===== src/rtl/gpio_pad_pkg.sv =====
package gpio_pad_pkg;
  localparam int WORD_W = 32;

  // field positions inside the primary word
  localparam int KIND_LO   = 25;
  localparam int INV_BIT   = 23;
  localparam int MODE_LO   = 10;
  localparam int MODE_W    = 4;
  localparam int RXOFF_BIT = 9;
  localparam int TXOFF_BIT = 8;
  localparam int RXLVL_BIT = 1;
  localparam int OUTV_BIT  = 0;

  localparam logic [WORD_W-1:0] PRI_MASK = 32'h069E_3F01;
  localparam logic [WORD_W-1:0] SEC_MASK = 32'h0000_3C00;

  typedef enum logic [1:0] {
    EV_LEVEL = 2'd0,
    EV_EDGE  = 2'd1,
    EV_OFF   = 2'd2,
    EV_BOTH  = 2'd3
  } evt_kind_e;

  function automatic logic evt_fire(evt_kind_e k, logic det, logic prv);
    case (k)
      EV_LEVEL: return det;
      EV_EDGE:  return det & ~prv;
      EV_BOTH:  return det ^ prv;
      default:  return 1'b0;
    endcase
  endfunction

  function automatic logic mode_is_gpio(logic [WORD_W-1:0] w);
    return w[MODE_LO +: MODE_W] == '0;
  endfunction
endpackage


===== src/rtl/gpio_pad_regs.sv =====
module gpio_pad_regs
  import gpio_pad_pkg::*;
#(
  parameter logic [WORD_W-1:0] RST_PRI = 32'h0400_0100,
  parameter logic [WORD_W-1:0] RST_SEC = 32'h0000_0000
) (
  input  logic              clk,
  input  logic              rst_n,
  input  logic              wr_en,
  input  logic              wr_sel,
  input  logic [WORD_W-1:0] wr_data,
  input  logic              lock_any,
  output logic [WORD_W-1:0] cfg_pri,
  output logic [WORD_W-1:0] cfg_sec
);
  logic wr_ok;
  assign wr_ok = wr_en & ~lock_any;

  always_ff @(posedge clk) begin
    if (!rst_n) begin
      cfg_pri <= RST_PRI & PRI_MASK;
      cfg_sec <= RST_SEC & SEC_MASK;
    end else if (wr_ok) begin
      if (wr_sel) cfg_sec <= wr_data & SEC_MASK;
      else        cfg_pri <= wr_data & PRI_MASK;
    end
  end

  a_r3_lock_hold: assert property (@(posedge clk) disable iff (!rst_n)
    (wr_en && lock_any) |=> ($stable(cfg_pri) && $stable(cfg_sec)));
endmodule


===== src/rtl/gpio_pad_sync.sv =====
module gpio_pad_sync #(
  parameter int STAGES = 2
) (
  input  logic clk,
  input  logic rst_n,
  input  logic d,
  output logic q
);
  logic [STAGES-1:0] chain;

  generate
    if (STAGES < 2) begin : g_bad
      initial $error("synchroniser needs at least two stages");
    end
  endgenerate

  always_ff @(posedge clk) begin
    if (!rst_n) chain <= '0;
    else        chain <= {chain[STAGES-2:0], d};
  end

  assign q = chain[STAGES-1];
endmodule


===== src/rtl/gpio_pad_evt.sv =====
module gpio_pad_evt
  import gpio_pad_pkg::*;
(
  input  logic      clk,
  input  logic      rst_n,
  input  logic      lvl,
  input  logic      inv,
  input  evt_kind_e kind,
  output logic      evt_raw
);
  logic det, prv;
  assign det = lvl ^ inv;

  always_ff @(posedge clk) begin
    if (!rst_n) prv <= 1'b0;
    else        prv <= det;
  end

  assign evt_raw = evt_fire(kind, det, prv);

  // a single-edge event never lasts two cycles
  a_r7_one_cycle: assert property (@(posedge clk) disable iff (!rst_n)
    (kind == EV_EDGE && evt_raw) |=> !(kind == EV_EDGE && evt_raw));
  // the off kind is silent
  a_r9_off_quiet: assert property (@(posedge clk) disable iff (!rst_n)
    (kind == EV_OFF) |-> !evt_raw);
endmodule


===== src/rtl/gpio_pad_cell.sv =====
module gpio_pad_cell
  import gpio_pad_pkg::*;
#(
  parameter int                SYNC_STAGES = 2,
  parameter logic [WORD_W-1:0] RST_PRI     = 32'h0400_0100,
  parameter logic [WORD_W-1:0] RST_SEC     = 32'h0000_0000
) (
  input  logic              clk,
  input  logic              rst_n,
  input  logic              wr_en,
  input  logic              wr_sel,
  input  logic [WORD_W-1:0] wr_data,
  input  logic              rd_sel,
  output logic [WORD_W-1:0] rd_data,
  input  logic              pad_in,
  input  logic              lock_cfg,
  input  logic              lock_tx,
  output logic              pad_out,
  output logic              pad_oe,
  output logic              evt_out
);
  logic [WORD_W-1:0] cfg_pri, cfg_sec;
  logic              lock_any, in_sync, rx_lvl, evt_raw, gpio_mode;

  assign lock_any = lock_cfg | lock_tx;

  gpio_pad_regs #(.RST_PRI(RST_PRI), .RST_SEC(RST_SEC)) regs_i (
    .clk(clk), .rst_n(rst_n), .wr_en(wr_en), .wr_sel(wr_sel),
    .wr_data(wr_data), .lock_any(lock_any),
    .cfg_pri(cfg_pri), .cfg_sec(cfg_sec)
  );

  gpio_pad_sync #(.STAGES(SYNC_STAGES)) sync_i (
    .clk(clk), .rst_n(rst_n), .d(pad_in), .q(in_sync)
  );

  assign rx_lvl = in_sync & ~cfg_pri[RXOFF_BIT];

  gpio_pad_evt evt_i (
    .clk(clk), .rst_n(rst_n), .lvl(rx_lvl), .inv(cfg_pri[INV_BIT]),
    .kind(evt_kind_e'(cfg_pri[KIND_LO +: 2])), .evt_raw(evt_raw)
  );

  assign gpio_mode = mode_is_gpio(cfg_pri);
  assign pad_out   = cfg_pri[OUTV_BIT];
  assign pad_oe    = gpio_mode & ~cfg_pri[TXOFF_BIT];
  assign evt_out   = gpio_mode & evt_raw;

  always_comb begin
    if (rd_sel) rd_data = cfg_sec;
    else begin
      rd_data            = cfg_pri;
      rd_data[RXLVL_BIT] = rx_lvl;
    end
  end

  // an accepted write of a nonzero mode silences driver and event
  a_r5_mode_gates: assert property (@(posedge clk) disable iff (!rst_n)
    (wr_en && !lock_cfg && !lock_tx && !wr_sel && wr_data[MODE_LO +: MODE_W] != '0)
      |=> (!pad_oe && !evt_out));
  // input disable hides the live level
  a_r4_rx_off: assert property (@(posedge clk) disable iff (!rst_n)
    (!rd_sel && cfg_pri[RXOFF_BIT]) |-> !rd_data[RXLVL_BIT]);
endmodule


===== config.mk =====
export PLATFORM = sky130hd
export DESIGN_NAME = gpio_pad_cell
export DESIGN_NICKNAME = d
export VERILOG_FILES = /design/src/rtl/gpio_pad_pkg.sv /design/src/rtl/gpio_pad_regs.sv /design/src/rtl/gpio_pad_sync.sv /design/src/rtl/gpio_pad_evt.sv /design/src/rtl/gpio_pad_cell.sv
export SDC_FILE = /design/constraint.sdc
export NUM_CORES = 1
export LEC_CHECK = 0
export BUFFER_PORTS_ARGS = -buffer_cell sky130_fd_sc_hd__buf_2
export CAP_MARGIN = 20
export CORE_AREA = 2 2 73 58
export DETAILED_ROUTE_END_ITERATION = 10
export DIE_AREA = 0 0 75 60
export GPL_ROUTABILITY_DRIVEN = 0
export GPL_TIMING_DRIVEN = 0
export PLACE_DENSITY = 0.73
export SETUP_SLACK_MARGIN = 0.2
export SLEW_MARGIN = 15
export SYNTH_ARGS = -nofsm -noshare
export SYNTH_HDL_FRONTEND = slang
export SYNTH_HIERARCHICAL = 1
export SYNTH_SLANG_ARGS = --single-unit

===== constraint.sdc =====
create_clock -name clk -period 1.5 [get_ports clk]
set_input_delay 0.15 -clock clk [delete_from_list [all_inputs] [get_ports clk]]
set_output_delay 0.15 -clock clk [all_outputs]
set_load 0.1 [all_outputs]

# After elaboration in Yosys (flattened, before gate mapping)
# Index checks and enable logic that the tools add are counted.
dict set report classes {
  n_bitwise 13
  eq_ne 2
  n_reduce_logical 4
  magnitude_cmp 0
  mux 2
  addsub 0
  multipliers 0
  n_div 0
  shifts 0
}
# cell count
set op_table {}
lappend op_table {{27-bit two-way mux} 1}
lappend op_table {{1-bit bitwise AND} 5}
lappend op_table {{1-bit inverter} 5}
lappend op_table {{4-bit logical NOT} 1}
lappend op_table {{2-bit AND reduction} 2}
lappend op_table {{1-bit one-hot mux with 3 select lines} 1}
lappend op_table {{2-bit by 1-bit == test with 1-bit output, second input constant} 1}
lappend op_table {{2-bit == test, second input constant} 1}
lappend op_table {{2-bit logical NOT} 1}
lappend op_table {{1-bit bitwise XOR} 2}
lappend op_table {{1-bit OR} 1}
dict set report totals {
  ff_bits 21
  input_bits 40
  memories 0
  mem_bits_ro 0
  out_inout_bits 35
  elab_cells 25
  mem_bits_rw 0
  latch_bits 0
}

# Depth between registers and ports, before layout
dict set report depth {
  word_depth 6
  mapped_depth 7
}

# Modules after synthesis
# The synthesis kept the hierarchy.
# mod instances area_each_um2 seq_area_each_um2 cells_per_inst
set modules_own_cells {}
lappend modules_own_cells {gpio_pad_regs 1 1068.5 360.3 121}
lappend modules_own_cells {gpio_pad_cell 1 434.2 0.0 42}
lappend modules_own_cells {gpio_pad_evt 1 72.6 20.0 8}
lappend modules_own_cells {gpio_pad_sync 1 52.6 40.0 4}

# Worst setup path before layout
# OpenSTA, ideal clock, no wires.
dict set report synth_timing {
  kind {flip-flop to output port}
  startpoint {register regs_i.cfg_pri[9]}
  endpoint {output port evt_out}
  required_time_ns 1.350
  t_arrival_ns 2.376
  path_slack_ns -1.026
  path_stages_with_launch 7
  path_cell_list {dfxtp_1 -> nor2b_1 -> xor2_1 -> ha_1 -> o22ai_1 -> inv_1 -> nor2_1}
}
dict set report synth_via {
  elab_chain_len 6
  word_cells_on_any_way 7
}
# element line
set synth_rtl {}
lappend synth_rtl {{start: declaration} gpio_pad_regs.sv:13} ;# output logic [WORD_W-1:0] cfg_pri,
lappend synth_rtl {{start signal: assignment} gpio_pad_regs.sv:21} ;# cfg_pri <= RST_PRI & PRI_MASK;
lappend synth_rtl {{start signal: assignment} gpio_pad_regs.sv:25} ;# else cfg_pri <= wr_data & PRI_MASK;
lappend synth_rtl {{1-bit inverter (*)} gpio_pad_cell.sv:37} ;# assign rx_lvl = in_sync & ~cfg_pri[RXOFF_BIT];
lappend synth_rtl {{1-bit bitwise AND (*)} gpio_pad_cell.sv:37}
lappend synth_rtl {{via rx_lvl} gpio_pad_cell.sv:23} ;# logic lock_any, in_sync, rx_lvl, evt_raw, gpio_mode;
lappend synth_rtl {{1-bit bitwise XOR (*)} gpio_pad_evt.sv:12} ;# assign det = lvl ^ inv;
lappend synth_rtl {{via evt_i.det} gpio_pad_evt.sv:11} ;# logic det, prv;
lappend synth_rtl {{1-bit bitwise XOR or 1-bit bitwise AND (tied branches)} {gpio_pad_pkg.sv:28, gpio_pad_pkg.sv:27}}
lappend synth_rtl {{1-bit one-hot mux with 3 select lines (*)} gpio_pad_pkg.sv:25} ;# case (k)
lappend synth_rtl {{via evt_raw} gpio_pad_cell.sv:23}
lappend synth_rtl {{1-bit bitwise AND (*)} gpio_pad_cell.sv:47} ;# assign evt_out = gpio_mode & evt_raw;
lappend synth_rtl {{end: declaration} gpio_pad_cell.sv:20} ;# output logic evt_out
# Mark *: on every way through the listed nets, which the timed path passes. The rest lies on a longest branch.

# Worst setup path after layout
dict set report layout_timing {
  startpoint {register sync_i.chain[1]}
  endpoint {output port evt_out}
}
dict set report layout_via {
  elab_chain_len 5
  word_cells_on_any_way 6
}
# element line
set layout_rtl {}
lappend layout_rtl {{start: declaration} gpio_pad_sync.sv:9} ;# logic [STAGES-1:0] chain;
lappend layout_rtl {{start signal: assignment} gpio_pad_sync.sv:19} ;# else chain <= {chain[STAGES-2:0], d};
lappend layout_rtl {{1-bit bitwise AND (*)} gpio_pad_cell.sv:37}
lappend layout_rtl {{via rx_lvl} gpio_pad_cell.sv:23}
lappend layout_rtl {{1-bit bitwise XOR (*)} gpio_pad_evt.sv:12}
lappend layout_rtl {{via evt_i.det} gpio_pad_evt.sv:11}
lappend layout_rtl {{1-bit bitwise XOR or 1-bit bitwise AND (tied branches)} {gpio_pad_pkg.sv:28, gpio_pad_pkg.sv:27}}
lappend layout_rtl {{1-bit one-hot mux with 3 select lines (*)} gpio_pad_pkg.sv:25}
lappend layout_rtl {{via evt_raw} gpio_pad_cell.sv:23}
lappend layout_rtl {{1-bit bitwise AND (*)} gpio_pad_cell.sv:47}
# Marks and branches as above.

==> impl_metrics.csv <==
group,metric,value,unit
min_path,worstHoldStart,"pad_in",
routing,ant_nets,0,
sta,finalHoldViolCount,0,
sta,report.final.slew_viol_count,0,
worst_setup_path,worstPathMaxFanout,2,
min_path,hold_end,"sync_i/chain[0]",
sta,setup_violations,3,
floorplanning,fp-row-count,20,
floorplanning,start_util,0.4232,
worst_setup_path,critPathLaunchType,"flip-flop",
clock_tree,htree_levels,1,
floorplanning,core_area,3829,µm²
global_route,grt_pass1_vias,1215,
min_path,whs_path_depth,2,
run_status,violations,"setup timing",
worst_setup_path,reg2reg_depth,4,
sta,finClkSkew,1.617,ps
sta,setup_tns,-540.1,ps
global_route,grt_max_degree,13,
worst_setup_path,cpLargestDelayFamily,"flip-flops",
cells_and_area,diodes,0,
worst_setup_path,crit_buf_inv,2,
floorplanning,ios,75,
pwr,p_switching,763.3,µW
floorplanning,die_w,75,µm
clock_tree,root_buffer,"clkbuf_8",
routing,wl,3.215,mm
cells_and_area,syn_to_final_growth,39.30,%
routing,vias,1255,
sta,worst_slew_pin_slew,886.5,ps
cells_and_area,final_cell_mix,"buf_4 (58), conb_1 (45), nand2_1 (29)",
pwr,seqPwrFrac,0.332,
pwr,p_sw_frac,0.4348,
pwr,power,1.756,mW
worst_setup_path,arrival,1710,ps
pwr,power_leakage,1.155,nW
worst_setup_path,crit_type,"flip-flop to primary output",
clock_tree,path_clk_slew,80,ps
sta,rsz0062_at_grt,"true",
routing,drc,0,
cells_and_area,fillCellCount,342,
clock_tree,clk_latency,260,ps
min_path,hp-class,"input port to flip-flop",
clock_tree,tritoncts,"done",
synth,yosys_warnings,6,
pwr,clkPwrFrac,0.210,
place,place_hpwl,2.430,mm
run_status,status,"complete, but fails checks",
floorplanning,die_h,60,µm
routing,via_per_inst,3.947,
sta,min_period_over_period,1.242,
sta,slew_headroom,0.4107,
sta,min_period,1862,ps
worst_setup_path,reg2reg_from,"sync_i/chain[1]",
global_route,grtUsageTotal,0.1451,
cells_and_area,fin_area,2257,µm²
pwr,comb_power_share,0.459,
cells_and_area,drive_gt1_frac,0.5285,
floorplanning,die_area,4500,µm²
sta,max_freq,537.0,MHz
place,placedCellCount,311,
clock_tree,holdBufCountCts,0,
place,post_dp_cell_area,2068,µm²
synth,syn_area,1620,µm²
global_route,antenna_found_initial,0,
routing,drt_iter0_markers,20,
global_route,grt_overflow_total,0,
pwr,p_int,992.4,µW
synth,syn_avg_cell_area,9.312,µm²
clock_tree,clockBufferDepth,2,
synth,syn_inst,174,
run,maxCapViolations,0,
worst_setup_path,path_cells,"nor2b_4 > xor2_2 > ha_1 > o22ai_2 > inv_2 > nor2_4 > buf_12",
worst_setup_path,reg2reg_slack,470,ps
cells_and_area,final_common_cell,"buf_4",
worst_setup_path,cp-end-kind,"primary output",
sta,fin_ws,-362.3,ps
place,io_buffers,38,
routing,first_pass_iters,4,
worst_setup_path,required,1350,ps
routing,wl_per_cell,10.11,µm
worst_setup_path,r2r_end,"evt_i/prv",
global_route,grt_pass1_wl,5.016,mm
worst_setup_path,critPathSlowestCell,"dfxtp_2",
pwr,power_density,777.8,nW/µm²
worst_setup_path,critPathMaxStageDelay,320,ps
clock_tree,clock-sinks,21,
cells_and_area,final_nets,305,
pwr,ir_drop,0.9682,mV
clock_tree,numCtsBuffers,3,
cells_and_area,final_cells,318,
==> stage by stage <==
stage | worst slack (ps) | hold WS (ps) | util
2_1_floorplan | -214.1 | 271.7 | -
3_3_place_gp | -365.7 | 357.3 | 0.5402
3_5_place_dp | -352.6 | 362.9 | 0.5402
4_1_cts | -329.7 | 96.31 | 0.5817
5_1_grt | -425.0 | 85.10 | 0.5895
6_report | -362.3 | 97.43 | 0.5895
==> timing repair <==
action                     CTS  global route
buffers inserted             2             1
gates resized for setup     31             7
setup endpoints to repair   16             4
pin swaps                    1             3
==> area by class of cell <==
class | count | area [µm²] | share of cell area
Sequential cell | 21 | 425.4 | 0.1885
Tap cell | 55 | 68.82 | 0.03049
Multi-Input combinational cell | 140 | 994.7 | 0.4407
Timing Repair Buffer | 41 | 307.8 | 0.1364
Clock buffer | 3 | 41.29 | 0.01829
Clock inverter | 1 | 5.005 | 0.002217
Inverter | 4 | 15.01 | 0.006652
Buffer | 53 | 399.1 | 0.1768
==> sequential cells by signal, summed over array words and instances, names as in the netlist <==
| signal | cells |
|---|---|
| evt_i/prv | 1 |
| regs_i/cfg_pri | 14 |
| regs_i/cfg_sec | 4 |
| sync_i/chain | 2 |
==> power groups by stage <==
stage / combinational [mW] / clock [mW] / sequential, mW
6_report: 0.806 / 0.368 / 0.582
5_1_grt: 0.841 / 0.404 / 0.584
4_1_cts: 0.790 / 0.373 / 0.582
3_5_place_dp: 0.756 / 0 / 0.594
3_3_place_gp: 0.754 / 0 / 0.594
2_1_floorplan: 0.686 / 0 / 0.596
==> per-layer routing <==
layer	share of wire	track usage	up-vias
li1	-	-	663
met1	0.40	0.1579	561
met2	0.54	0.2895	29
met3	0.055	0.03541	2
met4	0.0028	0.01531	0
met5	0	0	-
==> worst max-delay path by stage <==
stage,startpoint,to,slack [ps],cells past startpoint
3_5_place_dp,regs_i/cfg_pri[9],evt_out,-350,7
3_3_place_gp,regs_i/cfg_pri[9],evt_out,-370,7
2_1_floorplan,regs_i/cfg_pri[9],evt_out,-210,6
4_1_cts,sync_i/chain[1],evt_out,-330,7
5_1_grt,regs_i/cfg_pri[9],evt_out,-420,7
6_report,sync_i/chain[1],evt_out,-360,7
(Power assumes the default switching activity.)
